--- src/rtl/dma2d_pkg.sv ---
// Package: shared selector codes and the config word layout for the
// two-dimensional DMA address sequencer.
package dma2d_pkg;

    typedef enum logic [2:0] {
        SEL_START = 3'd0,
        SEL_CFG   = 3'd1,
        SEL_XCNT  = 3'd2,
        SEL_XSTEP = 3'd3,
        SEL_YCNT  = 3'd4,
        SEL_YSTEP = 3'd5,
        SEL_STAT  = 3'd6
    } reg_sel_e;

    localparam int CFG_W = 16;
    localparam logic [3:0] FLOW_STOP = 4'd0;
    localparam logic [3:0] FLOW_AUTO = 4'd1;

    // Config word, most significant field first.
    typedef struct packed {
        logic [3:0] flow;      // 15:12
        logic [3:0] rsv_hi;    // 11:8
        logic       irq_en;    // 7
        logic       irq_row;   // 6
        logic       rsv5;      // 5
        logic       two_d;     // 4
        logic [1:0] size;      // 3:2
        logic       wnr;       // 1
        logic       en;        // 0
    } cfg_t;

    localparam int N_FLAGS  = 2;
    localparam int FLAG_IRQ = 0;
    localparam int FLAG_ERR = 1;

endpackage

--- src/rtl/dma2d_regs.sv ---
// Module: dma2d_regs
// Holds the software-written parameters (start address, config, counts,
// steps) and the two sticky flags (data interrupt, error).
// Assumes: the walker reports row/buffer ends and errors as one-cycle
// pulses; a flag set and its clear in the same cycle leaves the flag set.
module dma2d_regs
    import dma2d_pkg::*;
#(
    parameter int ADDR_W = 32,
    parameter int CNT_W  = 16
) (
    input  logic              clk,
    input  logic              rst_n,
    input  logic              we,
    input  logic [2:0]        sel,
    input  logic [31:0]       wdata,
    input  logic              row_end,
    input  logic              buf_end,
    input  logic              err_evt,
    output logic [ADDR_W-1:0] start_addr,
    output cfg_t              cfg,
    output logic [CNT_W-1:0]  xcnt,
    output logic [ADDR_W-1:0] xstep,
    output logic [CNT_W-1:0]  ycnt,
    output logic [ADDR_W-1:0] ystep,
    output logic [N_FLAGS-1:0] flags
);

    logic [N_FLAGS-1:0] flag_set;
    logic [N_FLAGS-1:0] flag_clr;
    logic               stat_wr;

    // Parameter register writes.
    always_ff @(posedge clk) begin : param_regs
        if (!rst_n) begin
            start_addr <= '0;
            cfg        <= '0;
            xcnt       <= '0;
            xstep      <= '0;
            ycnt       <= '0;
            ystep      <= '0;
        end else if (we) begin
            case (reg_sel_e'(sel))
                SEL_START: start_addr <= wdata[ADDR_W-1:0];
                SEL_CFG:   cfg        <= cfg_t'(wdata[CFG_W-1:0]);
                SEL_XCNT:  xcnt       <= wdata[CNT_W-1:0];
                SEL_XSTEP: xstep      <= wdata[ADDR_W-1:0];
                SEL_YCNT:  ycnt       <= wdata[CNT_W-1:0];
                SEL_YSTEP: ystep      <= wdata[ADDR_W-1:0];
                default: ;
            endcase
        end
    end

    // Set and clear requests for each sticky flag.
    always_comb begin : flag_reqs
        stat_wr            = we && (sel == SEL_STAT);
        flag_set[FLAG_IRQ] = cfg.irq_en && (cfg.irq_row ? row_end : buf_end);
        flag_set[FLAG_ERR] = err_evt;
        flag_clr           = stat_wr ? wdata[N_FLAGS-1:0] : '0;
    end

    for (genvar g = 0; g < N_FLAGS; g++) begin : g_flag
        // One sticky, write-one-to-clear flag; a set wins over a clear.
        always_ff @(posedge clk) begin : flag_cell
            if (!rst_n)           flags[g] <= 1'b0;
            else if (flag_set[g]) flags[g] <= 1'b1;
            else if (flag_clr[g]) flags[g] <= 1'b0;
        end
    end

    // A flag stays set until software clears it.
    assert_irq_sticky_R8: assert property (@(posedge clk) disable iff (!rst_n)
        flags[FLAG_IRQ] && !flag_clr[FLAG_IRQ] |=> flags[FLAG_IRQ]);

    // An error report always leaves the error flag set.
    assert_err_latched_R9: assert property (@(posedge clk) disable iff (!rst_n)
        err_evt |=> flags[FLAG_ERR]);

endmodule

--- src/rtl/dma2d_walker.sv ---
// Module: dma2d_walker
// Steps the current address and the X/Y counters once per accepted
// element. It starts, halts, and either parks (stop mode) or reloads
// (auto-buffer mode) at the end of the buffer.
// Assumes: launch and halt are one-cycle strobes from the config write;
// they take priority over an element acknowledge in the same cycle.
module dma2d_walker #(
    parameter int ADDR_W = 32,
    parameter int CNT_W  = 16
) (
    input  logic              clk,
    input  logic              rst_n,
    input  logic              launch,
    input  logic              launch_2d,
    input  logic              halt,
    input  logic [ADDR_W-1:0] start_addr,
    input  logic [CNT_W-1:0]  xcnt,
    input  logic [ADDR_W-1:0] xstep,
    input  logic [CNT_W-1:0]  ycnt,
    input  logic [ADDR_W-1:0] ystep,
    input  logic              cfg_2d,
    input  logic              cfg_auto,
    input  logic              ack,
    output logic              running,
    output logic [ADDR_W-1:0] cur_addr,
    output logic [CNT_W-1:0]  cur_x,
    output logic [CNT_W-1:0]  cur_y,
    output logic              row_end,
    output logic              buf_end,
    output logic              err_evt
);

    localparam logic [CNT_W-1:0] ONE = CNT_W'(1);

    logic step;
    logic last_in_row;
    logic last_row;
    logic zero_cnt;

    // Decode this cycle's element events.
    always_comb begin : evt_decode
        step        = running && ack && !launch && !halt;
        last_in_row = (cur_x == ONE);
        last_row    = (cur_y == ONE);
        row_end     = step && last_in_row;
        buf_end     = row_end && last_row;
        zero_cnt    = (xcnt == '0) || (launch_2d && (ycnt == '0));
        err_evt     = launch && zero_cnt;
    end

    // Address and counter sequencing.
    always_ff @(posedge clk) begin : walk_seq
        if (!rst_n) begin
            running  <= 1'b0;
            cur_addr <= '0;
            cur_x    <= '0;
            cur_y    <= '0;
        end else if (launch) begin
            if (zero_cnt) begin
                running <= 1'b0;
            end else begin
                running  <= 1'b1;
                cur_addr <= start_addr;
                cur_x    <= xcnt;
                cur_y    <= launch_2d ? ycnt : ONE;
            end
        end else if (halt) begin
            running <= 1'b0;
        end else if (step) begin
            if (!last_in_row) begin
                cur_addr <= cur_addr + xstep;
                cur_x    <= cur_x - ONE;
            end else if (!last_row) begin
                cur_addr <= cur_addr + ystep;
                cur_x    <= xcnt;
                cur_y    <= cur_y - ONE;
            end else if (cfg_auto) begin
                cur_addr <= start_addr;
                cur_x    <= xcnt;
                cur_y    <= cfg_2d ? ycnt : ONE;
            end else begin
                running <= 1'b0;
            end
        end
    end

    // A valid launch starts at the start address.
    assert_launch_start_R2: assert property (@(posedge clk) disable iff (!rst_n)
        launch && !zero_cnt |=> running && cur_addr == $past(start_addr));

    // The X counter never reaches zero while running.
    assert_xcnt_nonzero_R3: assert property (@(posedge clk) disable iff (!rst_n)
        running |-> cur_x != '0);

    // A zero-count launch leaves the channel idle.
    assert_zero_idle_R9: assert property (@(posedge clk) disable iff (!rst_n)
        err_evt |=> !running);

    // A halt stops the channel.
    assert_halt_stops_R11: assert property (@(posedge clk) disable iff (!rst_n)
        halt && !launch |=> !running);

    // No acknowledge, no movement.
    assert_hold_no_ack_R12: assert property (@(posedge clk) disable iff (!rst_n)
        running && !ack && !launch && !halt |=>
            $stable(cur_addr) && $stable(cur_x) && $stable(cur_y) && running);

endmodule

--- src/rtl/dma2d_addr_gen.sv ---
// Module: dma2d_addr_gen (top)
// One DMA channel's address sequencer: register write port, the
// element request/acknowledge handshake, current address and counts,
// status word and data interrupt.
// Assumes: an element is consumed when elem_req and elem_ack are both
// high at a clock edge.
module dma2d_addr_gen
    import dma2d_pkg::*;
#(
    parameter int ADDR_W = 32,
    parameter int CNT_W  = 16
) (
    input  logic              clk,
    input  logic              rst_n,
    input  logic              reg_we,
    input  logic [2:0]        reg_sel,
    input  logic [31:0]       reg_wdata,
    output logic              elem_req,
    input  logic              elem_ack,
    output logic              elem_wnr,
    output logic [1:0]        elem_size,
    output logic [ADDR_W-1:0] cur_addr,
    output logic [CNT_W-1:0]  cur_xcnt,
    output logic [CNT_W-1:0]  cur_ycnt,
    output logic [3:0]        status,
    output logic              data_irq
);

    cfg_t               cfg_q;
    cfg_t               cfg_new;
    logic [ADDR_W-1:0]  start_addr;
    logic [CNT_W-1:0]   xcnt;
    logic [CNT_W-1:0]   ycnt;
    logic [ADDR_W-1:0]  xstep;
    logic [ADDR_W-1:0]  ystep;
    logic [N_FLAGS-1:0] flags;
    logic               cfg_wr;
    logic               launch;
    logic               halt;
    logic               running;
    logic               row_end;
    logic               buf_end;
    logic               err_evt;

    // Decode a config write into launch / halt strobes.
    always_comb begin : cfg_strobe
        cfg_new = cfg_t'(reg_wdata[CFG_W-1:0]);
        cfg_wr  = reg_we && (reg_sel == SEL_CFG);
        launch  = cfg_wr && cfg_new.en;
        halt    = cfg_wr && !cfg_new.en;
    end

    dma2d_regs #(.ADDR_W(ADDR_W), .CNT_W(CNT_W)) regs_i (
        .clk        (clk),
        .rst_n      (rst_n),
        .we         (reg_we),
        .sel        (reg_sel),
        .wdata      (reg_wdata),
        .row_end    (row_end),
        .buf_end    (buf_end),
        .err_evt    (err_evt),
        .start_addr (start_addr),
        .cfg        (cfg_q),
        .xcnt       (xcnt),
        .xstep      (xstep),
        .ycnt       (ycnt),
        .ystep      (ystep),
        .flags      (flags)
    );

    dma2d_walker #(.ADDR_W(ADDR_W), .CNT_W(CNT_W)) walk_i (
        .clk        (clk),
        .rst_n      (rst_n),
        .launch     (launch),
        .launch_2d  (cfg_new.two_d),
        .halt       (halt),
        .start_addr (start_addr),
        .xcnt       (xcnt),
        .xstep      (xstep),
        .ycnt       (ycnt),
        .ystep      (ystep),
        .cfg_2d     (cfg_q.two_d),
        .cfg_auto   (cfg_q.flow == FLOW_AUTO),
        .ack        (elem_ack),
        .running    (running),
        .cur_addr   (cur_addr),
        .cur_x      (cur_xcnt),
        .cur_y      (cur_ycnt),
        .row_end    (row_end),
        .buf_end    (buf_end),
        .err_evt    (err_evt)
    );

    // Output and status assembly.
    always_comb begin : out_map
        elem_req  = running;
        elem_wnr  = cfg_q.wnr;
        elem_size = cfg_q.size;
        data_irq  = flags[FLAG_IRQ];
        status    = {cfg_q.en, running, flags[FLAG_ERR], flags[FLAG_IRQ]};
    end

    // The channel only runs while enabled.
    assert_run_needs_en_R10: assert property (@(posedge clk) disable iff (!rst_n)
        status[2] |-> status[3]);

    // Stop mode parks after the final element.
    assert_stop_parks_R5: assert property (@(posedge clk) disable iff (!rst_n)
        buf_end && cfg_q.flow == FLOW_STOP && !reg_we |=> !elem_req && status[3]);

endmodule

--- config.mk ---
export PLATFORM = sky130hd
export DESIGN_NAME = dma2d_addr_gen
export DESIGN_NICKNAME = d
export VERILOG_FILES = /design/src/rtl/dma2d_pkg.sv /design/src/rtl/dma2d_regs.sv /design/src/rtl/dma2d_walker.sv /design/src/rtl/dma2d_addr_gen.sv
export SDC_FILE = /design/constraint.sdc
export NUM_CORES = 1
export LEC_CHECK = 0
export BUFFER_PORTS_ARGS = -buffer_cell sky130_fd_sc_hd__buf_2
export CORE_AREA = 2 2 138 140
export DETAILED_ROUTE_END_ITERATION = 8
export DIE_AREA = 0 0 140 142
export GPL_TIMING_DRIVEN = 0
export PLACE_DENSITY = 0.9
export SLEW_MARGIN = 20
export SYNTH_ARGS = -nofsm -noshare
export SYNTH_HDL_FRONTEND = slang
export SYNTH_SLANG_ARGS = --single-unit
--- constraint.sdc ---
create_clock -name clk -period 4.4 [get_ports clk]
set_input_delay 0.66 -clock clk [delete_from_list [all_inputs] [get_ports clk]]
set_output_delay 0.66 -clock clk [all_outputs]
set_load 0.1 [all_outputs]
== Yosys cells after proc, flatten, opt, wreduce, memory -nomap -nowiden ==
Index checks and enable logic that the tools add are counted.

* Register bits: 206
* Output and inout bits: 73

* Muxes and demuxes: 36
* Add/subtract/negate cells: 4
* Reductions and logical operators: 35
* Equal/unequal tests: 14

{| class="wikitable"
|+ Operators by type and width
! operator !! number
|-
| two-way mux 16 bit || 16
|-
| two-way mux 32 bit || 7
|-
| adder 32 bit || 2
|-
| == test 16 x 1 -> 1 bit, second input constant || 2
|-
| logical NOT 16 bit || 2
|-
| subtractor 16 x 1 -> 16 bit, second input constant || 2
|-
| logical AND 1 bit || 12
|-
| two-way mux 1 bit || 12
|-
| AND reduction 2 bit || 6
|-
| == test 3 bit, second input constant || 3
|-
| nonzero test 3 bit || 3
|-
| AND reduction 4 bit || 2
|-
| nonzero test 2 bit || 4
|-
| == test 3 x 2 -> 1 bit, second input constant || 2
|-
| inequality test 3 x 1 -> 1 bit, second input constant || 2
|-
| AND reduction 5 bit || 1
|-
| == test 4 x 1 -> 1 bit, second input constant || 1
|-
| inequality test 4 x 2 -> 1 bit, second input constant || 1
|-
| == test 3 x 1 -> 1 bit, second input constant || 1
|-
| logical NOT 1 bit || 3
|-
| logical NOT 3 bit || 1
|-
| two-way mux 2 bit || 1
|-
| inequality test 2 x 1 -> 1 bit, second input constant || 1
|-
| inequality test 2 bit, second input constant || 1
|-
| logical OR 1 bit || 1
|}

== Logic depth before layout (Yosys ltp) ==
* Word-level depth: 11
* Depth in mapped cells: 13
* Mapped depth without buffers: 11

== Hierarchy ==
From an unflattened synthesis, not the netlist that was laid out.

* Cell total of the unflattened synthesis: 1615
* Area total of the unflattened synthesis: 12903.6 µm²

{| class="wikitable"
|+ Modules (own cells, without submodules)
! module !! times used !! cells each !! area an instance (µm²) !! sequential area each (µm²)
|-
| dma2d_walker || 1 || 958 || 7096.8 || 1301.2
|-
| dma2d_regs || 1 || 651 || 5754.3 || 2922.8
|-
| dma2d_addr_gen || 1 || 6 || 52.6 || 0.0
|}

== Least setup slack after synthesis ==
OpenSTA, ideal clock, no wires.

* Path type: flip-flop to flip-flop
* Start point: register walk_i.cur_addr[0]
* End point: register walk_i.cur_addr[28]
* Arrival time: 3.345 ns
* Data required time: 4.330 ns
* Setup slack: 0.985 ns
* Library setup time: 0.070 ns
* Cell stages (with the launch flop): 12
* Period minus slack after synthesis: 3.415 ns
* Cell sequence: dfxtp_1 -> ha_1 -> fa_1 -> a21o_1 -> a221o_2 -> o221ai_2 -> a311oi_2 -> a221oi_4 -> o21ai_1 -> a21oi_1 -> mux2_2 -> o21ai_1

* Word-level cells in the longest chain between the ends: 6

{| class="wikitable"
|+ RTL lines
! what !! line !! RTL
|-
| start, declared || dma2d_walker.sv:25 || <nowiki>output logic [ADDR_W-1:0] cur_addr,</nowiki>
|-
| start signal, assigned || dma2d_walker.sv:63 || <nowiki>cur_addr <= start_addr;</nowiki>
|-
| start signal, assigned || dma2d_walker.sv:71 || <nowiki>cur_addr <= cur_addr + xstep;</nowiki>
|-
| start signal, assigned || dma2d_walker.sv:74 || <nowiki>cur_addr <= cur_addr + ystep;</nowiki>
|-
| adder 32 bit || dma2d_walker.sv:74 ||
|-
| two-way mux 32 bit || dma2d_walker.sv:73 || <nowiki>end else if (!last_row) begin</nowiki>
|-
| two-way mux 32 bit (*) || dma2d_walker.sv:70 || <nowiki>if (!last_in_row) begin</nowiki>
|-
| two-way mux 32 bit (*) || dma2d_walker.sv:69 || <nowiki>end else if (step) begin</nowiki>
|-
| two-way mux 32 bit (*) || dma2d_walker.sv:67 || <nowiki>end else if (halt) begin</nowiki>
|-
| two-way mux 32 bit (*) || dma2d_walker.sv:58 || <nowiki>end else if (launch) begin</nowiki>
|}

Every way passes the cells marked *; elsewhere a longest branch is shown, timed or not. The select of a mux whose other input is x is not followed.
A chain may end at the register's enable or synchronous reset.

== Worst setup path after layout ==
* Start point: register walk_i.cur_addr[0]
* End point: register walk_i.cur_addr[24]

Same word-level chain as after synthesis.

==> results by group <==
Run status
  • Status: complete, but fails checks
  • Failing checks: DRC

CTS
  • # hold bufs at CTS: 0
  • Post-CTS sizing: 0
  • CTS buffer count: 23
  • Post CTS Setup Buffer Count: 0
  • Root Buffer: clkbuf_16
  • Reg clk slew, reported paths: approximately 0.06 ns
  • CTS tree: done
  • CTS max path bufs: 3
  • Clock Latency Late Sink: between 0.5 and 0.6 ns
  • Sinks on Clock Net: 206
  • Htree depth: 1

Drt
  • Total Wirelength: 40,820 µm
  • Vias per cell: 6.647
  • Initial drt markers: 1,567
  • DR WL/cell: 20.92 µm
  • Vias post-DR: 12,970
  • Final ANT Viol Nets: 0
  • DRC Markers: 7
  • First-pass iteration count of the detailed router: 8

Die
  • Die Y-Extent: 142 µm
  • Initial Utilization: 63.94%
  • Die span in x: between 100 and 150 µm
  • # rows: 50
  • Die area: 19,880 µm²
  • Core area: between 15,000 and 20,000 µm²
  • IO Pins: approximately 110

Power
  • Power per cell area: approximately 330 nW/µm²
  • Pwr Total: 0.004402 W
  • VDD IR max: about 0.00032 V
  • Cell Int Power: 0.003266 W
  • Sw Ratio: 25.81%
  • Clock power frac: 47.3%
  • Switching Power: around 0.0011 W
  • Sequential share of power: between 40% and 50%
  • Leak Pwr: around 5.7 nW
  • Logic pwr share: roughly 9%

STA
  • RSZ-0062 raised after global routing: false
  • Fin crit share: ~80%
  • Total negative slack: 0 ns
  • Achievable Freq: 284.4 MHz
  • Worst-margin pin slew: 1.008 ns
  • Final Skew: between 0.015 and 0.02 ns
  • Final Critical Period: about 3.5 ns
  • Slew headroom: about 33%
  • Fin. Hold Viols: 0
  • Final Slew Violations: 0
  • Endpoints failing setup: 0
  • Worst setup margin: 0.8840 ns

GRT
  • Grt total ovfl: 0
  • Initial antenna violation count: 1
  • Largest net degree at the start of global routing: 14
  • All-layer global routing usage: 39.62%
  • Vias in the first global route: between 10,000 and 15,000
  • Global-route wire length before repair: 63,050 µm

Yosys
  • Post-synth EDFFs: 0
  • Ys async rst share: 0%
  • Synthesized area: 11,800 µm²
  • Sequential fraction of the synthesis area: 34.95%
  • Mapped Nets: 1,674
  • Synth Warn #: 0
  • Synth unique cells: 75
  • Avg Inst Size Synth: 7.530 µm²
  • Mapped Cells: 1,567
  • FF+latch count, synth: 206
  • Dominant synthesized flop cell: dfxtp_1

Worst setup path
  • Worst Path Max Fanout: 4
  • Startpoint types: flop
  • Worst setup EP type: flop
  • CP required: 4.78 ns
  • Worst EP arrival: 3.90 ns
  • Critical path class: flop to flop

Final layout
  • Area Overhead vs Synth: 13.88%
  • Non-Filler Instances: 1,951
  • Layout cells sized above 1: 10.84%
  • Final nets: 1,807
  • Util after Layout: between 70% and 80%

Placed design
  • Placed Cells: 1,909
  • Setup WS pre-CTS: 0.9849 ns
  • PortBufs: 108
  • Hpwl dp: 28,860 µm
  • Final Wtd Congestion: 1.017

Min path
  • HP Class: primary input to flop

Flow run
  • Max-Cap Viols: 0
[through the flow]
step                      instance area, µm²  hold slack, ns
final                                  13440          0.4062
after global placement                 12630          0.4419
after CTS                              13440          0.4083
after global routing                   13440          0.4175
after detailed placement               12630          0.4501
after floorplan                        11800          0.4316
[final timing paths]
kind,endpoint,cells after the start,slack [ns],start
setup / recovery,walk_i.cur_addr[24],10,0.88,walk_i.cur_addr[0]
hold / removal,regs_i.start_addr[16],3,0.41,reg_wdata[16]
setup reg to reg,walk_i.cur_addr[24],10,0.88,walk_i.cur_addr[0]
hold reg to reg,regs_i.xstep[2],2,0.46,regs_i.xstep[2]
[logic make-up after synthesis]
group | count (synthesis) | share of synthesized area (%)
AND/OR/NAND/NOR | 602 | 22.27
multiplexers | 6 | 0.5196
adder cells (fa/ha/maj) | 68 | 7.338
XOR/XNOR | 51 | 3.785
flip-flops | 206 | 34.95
AO/OA/AOI/OAI | 513 | 26.75
buffers and inverters | 121 | 4.390
[power groups by stage]
stage | logic (W) | registers [W] | clock network (W)
6_report | 0.000395 | 0.00193 | 0.00208
5_1_grt | 0.000416 | 0.00193 | 0.00214
4_1_cts | 0.000381 | 0.00192 | 0.00206
3_5_place_dp | 0.000377 | 0.00197 | 0
3_3_place_gp | 0.000368 | 0.00196 | 0
2_1_floorplan | 0.000203 | 0.00201 | 0
[critical path, cell delays in order (launching register included)]
cell      delay, ns
dfxtp_1        0.35
ha_1           0.26
fa_1           0.44
a21o_1         0.23
a221o_2        0.40
o221ai_2       0.32
a311oi_2       0.27
a221oi_4       0.38
xnor2_1        0.11
a221oi_1       0.44
a21oi_1        0.17
[layout make-up]
cell class / count / area [µm²]
diodes: 1 / 2.502
plain buffers: 94 / 416.7
clock buffers: 31 / 645.6
clock inverters: 10 / 156.4
fillers: 1449 / 5017
inverters: 27 / 101.3
multi-input cells: 1240 / 7158
flip-flops and latches: 206 / 4124
well taps: 234 / 292.8
repair buffers: 108 / 540.5
[placed cells by master, fill, tap and decap left out, types with 6 or more instances in the layout]
master / count
nor3_1: 27
nand2_1: 363
nand3_1: 25
xor2_1: 22
dfxtp_1: 206
nor4_1: 13
o211ai_1: 14
buf_2: 117
a21oi_1: 244
a211oi_1: 25
clkbuf_1: 76
buf_4: 8
nand2b_1: 13
nor2_1: 97
nor4b_1: 6
a22oi_1: 21
a221oi_1: 13
a21o_1: 30
or3_1: 7
a31oi_1: 12
and3_1: 14
clkbuf_16: 23
o22ai_1: 9
xnor2_1: 29
ha_1: 66
inv_1: 27
nand4_1: 11
o21ai_0: 72
o21ai_1: 7
o21a_1: 13
[sequential cells by signal, summed over array words and instances (netlist names)]
signal / flops
regs_i.cfg: 11
regs_i.flags: 2
regs_i.start_addr: 32
regs_i.xcnt: 16
regs_i.xstep: 32
regs_i.ycnt: 16
regs_i.ystep: 32
walk_i.cur_addr: 32
walk_i.cur_x: 16
walk_i.cur_y: 16
walk_i.running: 1
[synth_stat cells (all sizes together), types with 3 or more instances]
master,count,area (µm²)
mux2i,5,50.05
o221a,3,33.78
nor3,27,135.1
nor2,98,384.1
a221oi,15,155.2
a22oi,21,157.7
a21o,31,240.2
a31oi,12,75.07
a211oi,25,187.7
a2111oi,4,35.03
a21boi,5,37.54
buf,22,146.4
nor2b,4,25.02
ha,66,825.8
a22o,3,26.28
clkbuf,72,270.3
nand2,364,1374
nand3,25,125.1
and3,14,87.58
a21oi,245,1230
nand3b,4,30.03
xor2,22,192.7
o22ai,9,56.30
or3,7,43.79
inv,27,101.4
nand4,11,68.82
nor4,16,118.9
dfxtp,206,4124
nand2b,13,81.33
o21bai,5,37.54
o21a,13,97.59
nor4b,6,52.55
xnor2,29,254.0
o41ai,3,26.28
o31ai,6,63.81
o21ai,79,395.4
o211ai,14,105.1
o221ai,4,41.29
[per-layer routing]
layer / GRT usage (%) / share of wire (%) / up-vias
met3: 8.008 / 12 / 263
met5: 0 / 0 / -
met1: 49.02 / 37 / 5960
met4: 26.58 / 7.3 / 0
met2: 62.98 / 44 / 893
li1: - / - / 5852
Note: power is estimated with default switching activity, not from simulation.
